`src/rtl/ilv_pkg.sv`:
```
// Package: shared types for the interleaved capture sequencer.
// Assumes nothing beyond standard SystemVerilog.
package ilv_pkg;
    // Top-level sequence phases
    typedef enum logic [2:0] {
        SEQ_IDLE,
        SEQ_LAG,
        SEQ_CAPT,
        SEQ_MERGE,
        SEQ_DONE
    } seq_state_t;
endpackage

```
`src/rtl/ilv_lag_timer.sv`:
```
// Module: ilv_lag_timer
// Counts conversion ticks after the first converter is enabled and fires
// on the tick that completes the programmed offset.
// Assumes: load is a single-cycle pulse; a zero offset is handled by the caller.
module ilv_lag_timer #(
    parameter int LAG_W = 8
) (
    input  logic             clk,
    input  logic             rst_n,
    input  logic             load,
    input  logic             count_en,
    input  logic             tick,
    input  logic [LAG_W-1:0] lag_in,
    output logic             fire
);
    logic [LAG_W-1:0] lag_q;
    logic [LAG_W-1:0] cnt_q;

    // Capture the offset at start and count ticks during the wait
    always_ff @(posedge clk) begin
        if (!rst_n) begin
            lag_q <= '0;
            cnt_q <= '0;
        end else if (load) begin
            lag_q <= lag_in;
            cnt_q <= '0;
        end else if (count_en && tick) begin
            cnt_q <= cnt_q + 1'b1;
        end
    end

    // Fire on the tick that brings the count up to the offset
    always_comb begin
        fire = count_en && tick && (({1'b0, cnt_q} + 1'b1) == {1'b0, lag_q});
    end
endmodule

```
`src/rtl/ilv_stage_chan.sv`:
```
// Module: ilv_stage_chan
// One capture channel. It holds a converter enable, stores accepted results
// in a private staging store, toggles a strobe per result, and drops the
// enable after the quota is met.
// Assumes: arm and clr are single-cycle pulses; arm wins over clr.
module ilv_stage_chan #(
    parameter  int RES_W  = 10,
    parameter  int PER_CH = 32,
    localparam int PTR_W  = $clog2(PER_CH + 1),
    localparam int IDX_W  = $clog2(PER_CH)
) (
    input  logic             clk,
    input  logic             rst_n,
    input  logic             clr,
    input  logic             arm,
    input  logic             cnv_done,
    input  logic [RES_W-1:0] cnv_data,
    output logic             run,
    output logic             tgl,
    output logic             full,
    output logic [PTR_W-1:0] ptr,
    input  logic [IDX_W-1:0] rd_idx,
    output logic [RES_W-1:0] rd_val
);
    localparam logic [PTR_W-1:0] PTR_MAX = PTR_W'(PER_CH);

    logic             run_q;
    logic             tgl_q;
    logic             full_q;
    logic [PTR_W-1:0] ptr_q;
    logic [RES_W-1:0] mem_q [PER_CH];
    logic             accept;

    // A result counts only while enabled and below quota
    always_comb begin
        accept = run_q && cnv_done && (ptr_q < PTR_MAX);
    end

    // Enable, pointer, strobe and quota tracking
    always_ff @(posedge clk) begin
        if (!rst_n) begin
            run_q  <= 1'b0;
            tgl_q  <= 1'b0;
            full_q <= 1'b0;
            ptr_q  <= '0;
        end else if (arm) begin
            run_q  <= 1'b1;
            full_q <= 1'b0;
            ptr_q  <= '0;
        end else if (clr) begin
            run_q  <= 1'b0;
            full_q <= 1'b0;
            ptr_q  <= '0;
        end else if (accept) begin
            ptr_q <= ptr_q + 1'b1;
            tgl_q <= ~tgl_q;
            if (ptr_q == PTR_MAX - 1'b1) begin
                run_q  <= 1'b0;
                full_q <= 1'b1;
            end
        end
    end

    // Staging store write
    always_ff @(posedge clk) begin
        if (accept) begin
            mem_q[ptr_q[IDX_W-1:0]] <= cnv_data;
        end
    end

    assign run    = run_q;
    assign tgl    = tgl_q;
    assign full   = full_q;
    assign ptr    = ptr_q;
    assign rd_val = mem_q[rd_idx];
endmodule

```
`src/rtl/ilv_merge_buf.sv`:
```
// Module: ilv_merge_buf
// Result buffer. While go is high it walks every slot once, one per cycle,
// taking even slots from the first stream and odd slots from the second.
// Assumes: go stays high until last has been seen.
module ilv_merge_buf #(
    parameter  int RES_W  = 10,
    parameter  int PER_CH = 32,
    localparam int BUF_N  = 2 * PER_CH,
    localparam int ADDR_W = $clog2(BUF_N),
    localparam int IDX_W  = $clog2(PER_CH)
) (
    input  logic              clk,
    input  logic              rst_n,
    input  logic              go,
    input  logic [RES_W-1:0]  even_val,
    input  logic [RES_W-1:0]  odd_val,
    output logic [IDX_W-1:0]  src_idx,
    output logic              last,
    input  logic [ADDR_W-1:0] rd_addr,
    output logic [RES_W-1:0]  rd_data
);
    localparam logic [ADDR_W-1:0] SLOT_END = ADDR_W'(BUF_N - 1);

    logic [ADDR_W-1:0] cnt_q;
    logic [RES_W-1:0]  res_q [BUF_N];

    // Merge slot counter, held at zero outside the merge
    always_ff @(posedge clk) begin
        if (!rst_n || !go) begin
            cnt_q <= '0;
        end else begin
            cnt_q <= cnt_q + 1'b1;
        end
    end

    // Buffer fill, alternating between the two sources
    always_ff @(posedge clk) begin
        if (!rst_n) begin
            for (int k = 0; k < BUF_N; k++) begin
                res_q[k] <= '0;
            end
        end else if (go) begin
            res_q[cnt_q] <= cnt_q[0] ? odd_val : even_val;
        end
    end

    // Source index and end-of-merge flag
    always_comb begin
        src_idx = cnt_q[ADDR_W-1:1];
        last    = go && (cnt_q == SLOT_END);
    end

    assign rd_data = res_q[rd_addr];
endmodule

```
`src/rtl/ilv_capture_seq.sv`:
```
// Module: ilv_capture_seq (top)
// Sequences two interleaved converters. It enables the first converter,
// waits a programmed tick offset, enables the second, waits for both quotas
// to fill, then merges the results even/odd into the result buffer.
// Assumes: the offset is shorter than one full acquisition of converter 0.
module ilv_capture_seq #(
    parameter  int RES_W  = 10,
    parameter  int PER_CH = 32,
    parameter  int LAG_W  = 8,
    localparam int ADDR_W = $clog2(2 * PER_CH),
    localparam int PTR_W  = $clog2(PER_CH + 1),
    localparam int IDX_W  = $clog2(PER_CH)
) (
    input  logic              clk,
    input  logic              rst_n,
    input  logic              start_req,
    input  logic [LAG_W-1:0]  lag_ticks,
    input  logic              conv_tick,
    output logic [1:0]        cnv_run,
    input  logic [1:0]        cnv_done,
    input  logic [RES_W-1:0]  cnv_data0,
    input  logic [RES_W-1:0]  cnv_data1,
    output logic [1:0]        cnv_tgl,
    output logic              acq_done,
    input  logic [ADDR_W-1:0] rd_addr,
    output logic [RES_W-1:0]  rd_data
);
    import ilv_pkg::*;

    seq_state_t       state_q, state_d;
    logic [1:0]       arm;
    logic             clr;
    logic             load;
    logic             fire;
    logic             merge_last;
    logic [1:0]       full;
    logic [IDX_W-1:0] src_idx;
    logic [RES_W-1:0] data_in  [2];
    logic [RES_W-1:0] stage_rd [2];
    logic [PTR_W-1:0] chan_ptr [2];

    assign data_in[0] = cnv_data0;
    assign data_in[1] = cnv_data1;

    // Phase register
    always_ff @(posedge clk) begin
        if (!rst_n) begin
            state_q <= SEQ_IDLE;
        end else begin
            state_q <= state_d;
        end
    end

    // Next phase and channel control pulses
    always_comb begin
        state_d = state_q;
        arm     = 2'b00;
        clr     = 1'b0;
        load    = 1'b0;
        case (state_q)
            SEQ_IDLE, SEQ_DONE: begin
                if (start_req) begin
                    clr    = 1'b1;
                    load   = 1'b1;
                    arm[0] = 1'b1;
                    if (lag_ticks == '0) begin
                        arm[1]  = 1'b1;
                        state_d = SEQ_CAPT;
                    end else begin
                        state_d = SEQ_LAG;
                    end
                end
            end
            SEQ_LAG: begin
                if (fire) begin
                    arm[1]  = 1'b1;
                    state_d = SEQ_CAPT;
                end
            end
            SEQ_CAPT: begin
                if (&full) begin
                    state_d = SEQ_MERGE;
                end
            end
            SEQ_MERGE: begin
                if (merge_last) begin
                    state_d = SEQ_DONE;
                end
            end
            default: state_d = SEQ_IDLE;
        endcase
    end

    ilv_lag_timer #(.LAG_W(LAG_W)) u_lag (
        .clk      (clk),
        .rst_n    (rst_n),
        .load     (load),
        .count_en (state_q == SEQ_LAG),
        .tick     (conv_tick),
        .lag_in   (lag_ticks),
        .fire     (fire)
    );

    for (genvar ch = 0; ch < 2; ch++) begin : g_chan
        ilv_stage_chan #(.RES_W(RES_W), .PER_CH(PER_CH)) u_chan (
            .clk      (clk),
            .rst_n    (rst_n),
            .clr      (clr),
            .arm      (arm[ch]),
            .cnv_done (cnv_done[ch]),
            .cnv_data (data_in[ch]),
            .run      (cnv_run[ch]),
            .tgl      (cnv_tgl[ch]),
            .full     (full[ch]),
            .ptr      (chan_ptr[ch]),
            .rd_idx   (src_idx),
            .rd_val   (stage_rd[ch])
        );
    end

    ilv_merge_buf #(.RES_W(RES_W), .PER_CH(PER_CH)) u_merge (
        .clk      (clk),
        .rst_n    (rst_n),
        .go       (state_q == SEQ_MERGE),
        .even_val (stage_rd[0]),
        .odd_val  (stage_rd[1]),
        .src_idx  (src_idx),
        .last     (merge_last),
        .rd_addr  (rd_addr),
        .rd_data  (rd_data)
    );

    assign acq_done = (state_q == SEQ_DONE);
endmodule

```
`config.mk`:
```
export PLATFORM = sky130hd
export DESIGN_NAME = ilv_capture_seq
export DESIGN_NICKNAME = d
export VERILOG_FILES = /design/src/rtl/ilv_pkg.sv /design/src/rtl/ilv_lag_timer.sv /design/src/rtl/ilv_stage_chan.sv /design/src/rtl/ilv_merge_buf.sv /design/src/rtl/ilv_capture_seq.sv
export SDC_FILE = /design/constraint.sdc
export NUM_CORES = 2
export LEC_CHECK = 0
export BUFFER_PORTS_ARGS = -buffer_cell sky130_fd_sc_hd__buf_2
export CELL_PAD_IN_SITES_DETAIL_PLACEMENT = 0
export CELL_PAD_IN_SITES_GLOBAL_PLACEMENT = 1
export CORE_UTILIZATION = 55
export CTS_CLUSTER_DIAMETER = 200
export DETAILED_ROUTE_END_ITERATION = 12
export GPL_ROUTABILITY_DRIVEN = 0
export PLACE_DENSITY_LB_ADDON = 0.1
export SYNTH_ARGS = -nofsm -noshare
export SYNTH_HDL_FRONTEND = slang
export SYNTH_SLANG_ARGS = --single-unit
export TNS_END_PERCENT = 100
```
`constraint.sdc`:
```
create_clock -name clk -period 3.7 [get_ports clk]
set_clock_uncertainty 0.2 [all_clocks]
set_input_delay 0.74 -clock clk [delete_from_list [all_inputs] [get_ports clk]]
set_output_delay 0.74 -clock clk [all_outputs]
set_load 0.05 [all_outputs]
```
Yosys cells after proc, flatten, opt, wreduce, memory -nomap -nowiden:

Memory sizes are Yosys's and may differ from the RTL's. A register that Yosys moved wholly into a read port is not among the register bits.
Index checks and enable logic that the tools add are counted.

* register bits after elaboration: 43
* memory bits (writable): 1280
* input port bits: 40
* output and inout bits: 15
* word-level logic and storage cells: 104
* memories kept: 3

Memory list
* u_merge.res_q: words 64, width 10, rd ports 1, clocked after Yosys merged registers in 0, wr ports 64, line ilv_merge_buf.sv:25 `logic [RES_W-1:0] res_q [BUF_N];`
* g_chan[0].u_chan.mem_q: words 32, width 10, rd ports 1, clocked after Yosys merged registers in 1, wr ports 1, line ilv_stage_chan.sv:31 `logic [RES_W-1:0] mem_q [PER_CH];`
* g_chan[1].u_chan.mem_q: words 32, width 10, rd ports 1, clocked after Yosys merged registers in 1, wr ports 1, line ilv_stage_chan.sv:31

* add/subtract/negate cells: 5
* $lt $le $gt $ge: 2
* equal/unequal tests: 12
* multiplexer cells: 35
* bitwise gates (word level): 6
* reductions and logical operators: 29

Operators with widths (number)
* 1-bit 2-to-1 mux: 22
* 10-bit 2-to-1 mux: 2
* 6-bit by 1-bit adder with 6-bit output (second input constant): 3
* 6-bit by 5-bit equality test with 1-bit output (second input constant): 2
* 6-bit less-than comparator (second input constant): 2
* 3-bit 2-to-1 mux: 4
* 3-bit case mux with 4 select lines: 1
* 3-bit nonzero test: 4
* 5-bit 2-to-1 mux: 2
* 2-bit AND reduction: 5
* 10-bit OR reduction: 1
* 8-bit by 1-bit adder with 9-bit output (second input constant): 1
* 9-bit by 8-bit equality test with 1-bit output: 1
* 8-bit by 1-bit adder with 8-bit output (second input constant): 1
* 8-bit logical NOT: 1
* 2-bit inequality test (second input constant): 4
* 1-bit logical AND: 7
* 3-bit by 2-bit equality test with 1-bit output (second input constant): 2
* 6-bit equality test (second input constant): 1
* 6-bit 2-to-1 mux: 1
* 1-bit inverter: 6
* 3-bit AND reduction: 2
* 3-bit OR reduction: 2
* 2-bit 2-to-1 mux: 2
* other kinds (8): 10

Logic depth before layout (Yosys ltp):

* depth in word-level cells: 7
* depth in mapped cells: 10
* mapped depth without buffers: 7

Modules after synthesis:

Synthesis repeated with hierarchy kept, for this count alone.

* cell total of the unflattened synthesis: 3652
* area total of the unflattened synthesis: 55816.0 µm²

Modules (own cells, without submodules)
* ilv_merge_buf: instances 1, cells each 1996, area an instance 28340.9 µm², sequential area each 19338.5 µm²
* ilv_stage_chan: instances 2, cells each 767, area an instance 13181.4 µm², sequential area each 9789.4 µm²
* ilv_lag_timer: instances 1, cells each 89, area an instance 849.6 µm², sequential area each 320.3 µm²
* ilv_capture_seq: instances 1, cells each 33, area an instance 262.8 µm², sequential area each 60.1 µm²

Worst setup path after synthesis:

No wires, ideal clock.

* kind: input to output
* from: input port rd_addr[1]
* to: output port rd_data[0]
* data arrival time: 3335 ps
* required time: 2760 ps
* setup slack: -575 ps
* stages on the path: 9
* path buffers: 4
* cells stage by stage: buf_2 buf_2 buf_1 buf_1 mux4_2 mux2i_1 nand3_1 nand3_1 o21ai_0

* longest elaborated chain between the ends: 1

Ends and longest elaborated chain
* start: declaration: line ilv_capture_seq.sv:25 `input logic [ADDR_W-1:0] rd_addr,`
* memory read 64 x 10 bit
* end: declaration: line ilv_capture_seq.sv:26 `output logic [RES_W-1:0] rd_data`

No other way between the ends.

Worst setup path after layout:

* from: input port rd_addr[0]
* to: output port rd_data[5]

The elaborated chain is that of the path after synthesis.

==> flow_summary.toml <==
[outcome]
outcome = "finished, violations left"
violations = "negative setup slack"

[pwr]
power_frac_seq = 0.515
power_mw = 33.0
switching_share = 0.222
powerDensity_nw_per_um2 = 526
vdd_drop_max_mv = 0.463
p_switching_mw = 7.33
p_leak_nw = 20.5
p_comb_frac = 0.072
p_int_mw = 25.7
pwr-share-clk = 0.412

[setup_path]
cp_cell_sequence = "buf_16 -> buf_12 -> buf_16 -> mux4_2 -> mux4_2 -> o22ai_1 -> buf_4 -> nor3_2 -> buf_6"
crit_slowest_cell = "mux4_2"
crit_path_end_kind = "output pin"
cp-start-kind = "primary input"
cp.arrival_ns = 2.77
r2r_slack_ns = 0.20
critPathMaxFanout = 11
worst_ep_required_time_ns = 2.76
r2r_start = "u_merge.cnt_q[1]$_SDFF_PN0_"
critPathMaxStageDelay_ns = 0.55
worstSetupEndpoint = "rd_data[5]"
worstReg2RegEnd = "u_merge.res_q[60][3]$_SDFFCE_PN0P_"
critical_path_class = "in2out"
crit_start = "rd_addr[0]"
reg2reg_depth = 7

[yosys]
ys_top_cells_by_area = "edfxtp_1 (70%), mux4_2 (14%), nor2_1 (4.7%)"
ys.flop_type = "edfxtp_1"
synth_edf_count = 1280
synth_area_leader_cell = "edfxtp_1"
synth_area_um2 = 55200
ys_seq_elements = 1323
syn_avg_cell_area_um2 = 16.9
synth_fp_nets = 3325
syn_inst = 3275
ys_seq_area_frac = 0.712
synth_top_area_share = 0.696
async_flop_share = 0
yosys_warnings = 0
ys_types = 56

[timing]
finalHoldViolCount = 0
holdWs_ns = 0.123
drv_slew = 0
period_share = 1.00
rsz0062_at_grt = "yes"
relSlewSlack = 0.267
fin_ws_ns = -0.0117
max_freq_ghz = 0.269
min_period_ns = 3.71
worstMarginPinSlew_ns = 1.10
setup_viol = 1

[route]
drt_iter0_markers = 3573
viasPerCell = 6.24
wire_per_inst_um = 28.7
routed_wirelength_um = 139000
antenna_left = 0
vias = 30282
firstDrtPassIters = 5
route.detailed.drc = 0

[clock_network]
root_buffer = "clkbuf_16"
clock_latency_ns = 0.74
cts.clk_slew.worst_paths_ns = 0.06
cts_tree = "done"
cts.hold.buffers_added = 0
cts_buffers = 137
cts.sink_count = 1323
cts_max_level = 4
cts_buffer_depth = 3

[floorplan]
ios = 55
die_h_um = 319
initial_core_util = 0.558
die_w_um = 319
die-area_um2 = 102000
coreArea_um2 = 99000
row_count = 115

[placed_design]
io_buffers = 54
postPlaceCellArea_um2 = 57900
hpwl_um = 92000

[grt]
antenna_found_initial = 3
grt.total_usage = 0.280
grt_max_degree = 72
grt.overflow.total = 0
grt_pass1_vias = 30403
grt_pass1_wl_um = 205000

[cells_and_area]
utilization = 0.635
area_delta_synth_final_pct = 13.8
final_cell_mix = "edfxtp_1 (1280), nor2_1 (691), mux4_2 (350), nand2_1 (229), buf_4 (191)"
nets = 3500
layout_commonest_cell = "edfxtp_1"
drive_above_1_share = 0.264
final_area_um2 = 62800

[job]
maxCapViolCount = 0

[worst_hold_path]
min_path_type = "in2reg"
==> registers in the layout, indices dropped and copies added (netlist names) <==
signal	count
g_chan.u_chan.full	2
g_chan.u_chan.mem_q	640
g_chan.u_chan.ptr	12
g_chan.u_chan.run	2
g_chan.u_chan.tgl	2
state_q	3
u_lag.cnt_q	8
u_lag.lag_q	8
u_merge.cnt_q	6
u_merge.res_q	640
==> synthesized netlist by cell type, types with 14 or more instances <==
| library cell | count |
|---|---|
| nand2_1 | 230 |
| nor3_1 | 22 |
| xnor2_1 | 17 |
| nor2b_1 | 15 |
| a21oi_1 | 53 |
| buf_4 | 18 |
| nor2_2 | 50 |
| a22oi_1 | 54 |
| dfxtp_1 | 43 |
| buf_6 | 59 |
| buf_1 | 14 |
| clkbuf_1 | 136 |
| nand3_1 | 27 |
| mux4_2 | 350 |
| buf_2 | 39 |
| nor2_1 | 691 |
| edfxtp_1 | 1280 |
| mux2i_1 | 24 |
==> final cells by class <==
cell class	instances	area [um^2]
clock inverter	66	654
timing repair buffer	303	2950
fill	6969	36200
clock buffer	183	3770
antenna	2	5.00
multi-input combinational	1673	14500
sequential	1323	39300
inverter	12	45.0
tap	1287	1610
==> power groups by stage <==
| stage | sequential [mW] | combinational, mW | clock (mW) |
|---|---|---|---|
| detailed placement | 17.3 | 2.29 | 0 |
| floorplan | 17.2 | 1.44 | 0 |
| CTS | 17.0 | 2.37 | 13.8 |
| global route | 17.0 | 2.50 | 14.3 |
| finish | 17.0 | 2.39 | 13.6 |
| global placement | 17.3 | 2.23 | 0 |
==> stage by stage <==
step                cells  TNS (ns)  worst slack [ns]
finish               4849   -0.0117           -0.0117
detailed placement   4584     -1.29            -0.163
CTS                  4847    -0.410           -0.0835
global route         4847    -0.427           -0.0625
global placement     4584     -1.22            -0.145
floorplan            3275    -0.197            -0.197
==> routing by layer <==
layer	vias up	track usage	part of all wire
li1	12872	-	-
met5	-	0	0.000079
met4	2	0.0847	0.026
met3	190	0.0492	0.088
met1	15750	0.397	0.40
met2	1468	0.447	0.49
==> worst min-delay path by stage <==
stage / startpoint / to / slack [ns] / cells past startpoint
global route: lag_ticks[4] / u_lag.lag_q[4]$_SDFFE_PN0P_ / 0.12 / 3
CTS: lag_ticks[4] / u_lag.lag_q[4]$_SDFFE_PN0P_ / 0.07 / 3
detailed placement: g_chan[1].u_chan.ptr[5]$_SDFFE_PP0P_ / g_chan[1].u_chan.ptr[5]$_SDFFE_PP0P_ / 0.26 / 1
global placement: g_chan[1].u_chan.tgl$_SDFFE_PN0P_ / g_chan[1].u_chan.tgl$_SDFFE_PN0P_ / 0.25 / 2
floorplan: g_chan[1].u_chan.full$_SDFFE_PP0P_ / g_chan[1].u_chan.full$_SDFFE_PP0P_ / 0.24 / 1
finish: lag_ticks[0] / u_lag.lag_q[0]$_SDFFE_PN0P_ / 0.12 / 3
==> logic make-up after synthesis <==
| kind of cell | synth area share |
|---|---|
| compound gates | 0.0237 |
| xor+xnor | 0.00396 |
| fa+ha+maj | 0.00227 |
| buf+inv | 0.0291 |
| flops | 0.712 |
| mux | 0.148 |
| simple gates | 0.0816 |
==> worst max-delay path, delay by kind of cell <==
family                 cells  cell delay [ns]
AOI/OAI and AO/OA          1             0.18
buffers and inverters      5             0.71
muxes                      2             1.05
and+or+nand+nor            1             0.06
==> what timing repair did <==
item | in CTS | in global routing
setup buffers | 9 | 0
setup endpoints to repair | 10 | 10
gates resized for setup | 42 | 16
pin swaps | 6 | 2
gates cloned | 5 | 0
Power figures use the tool's default switching activity.
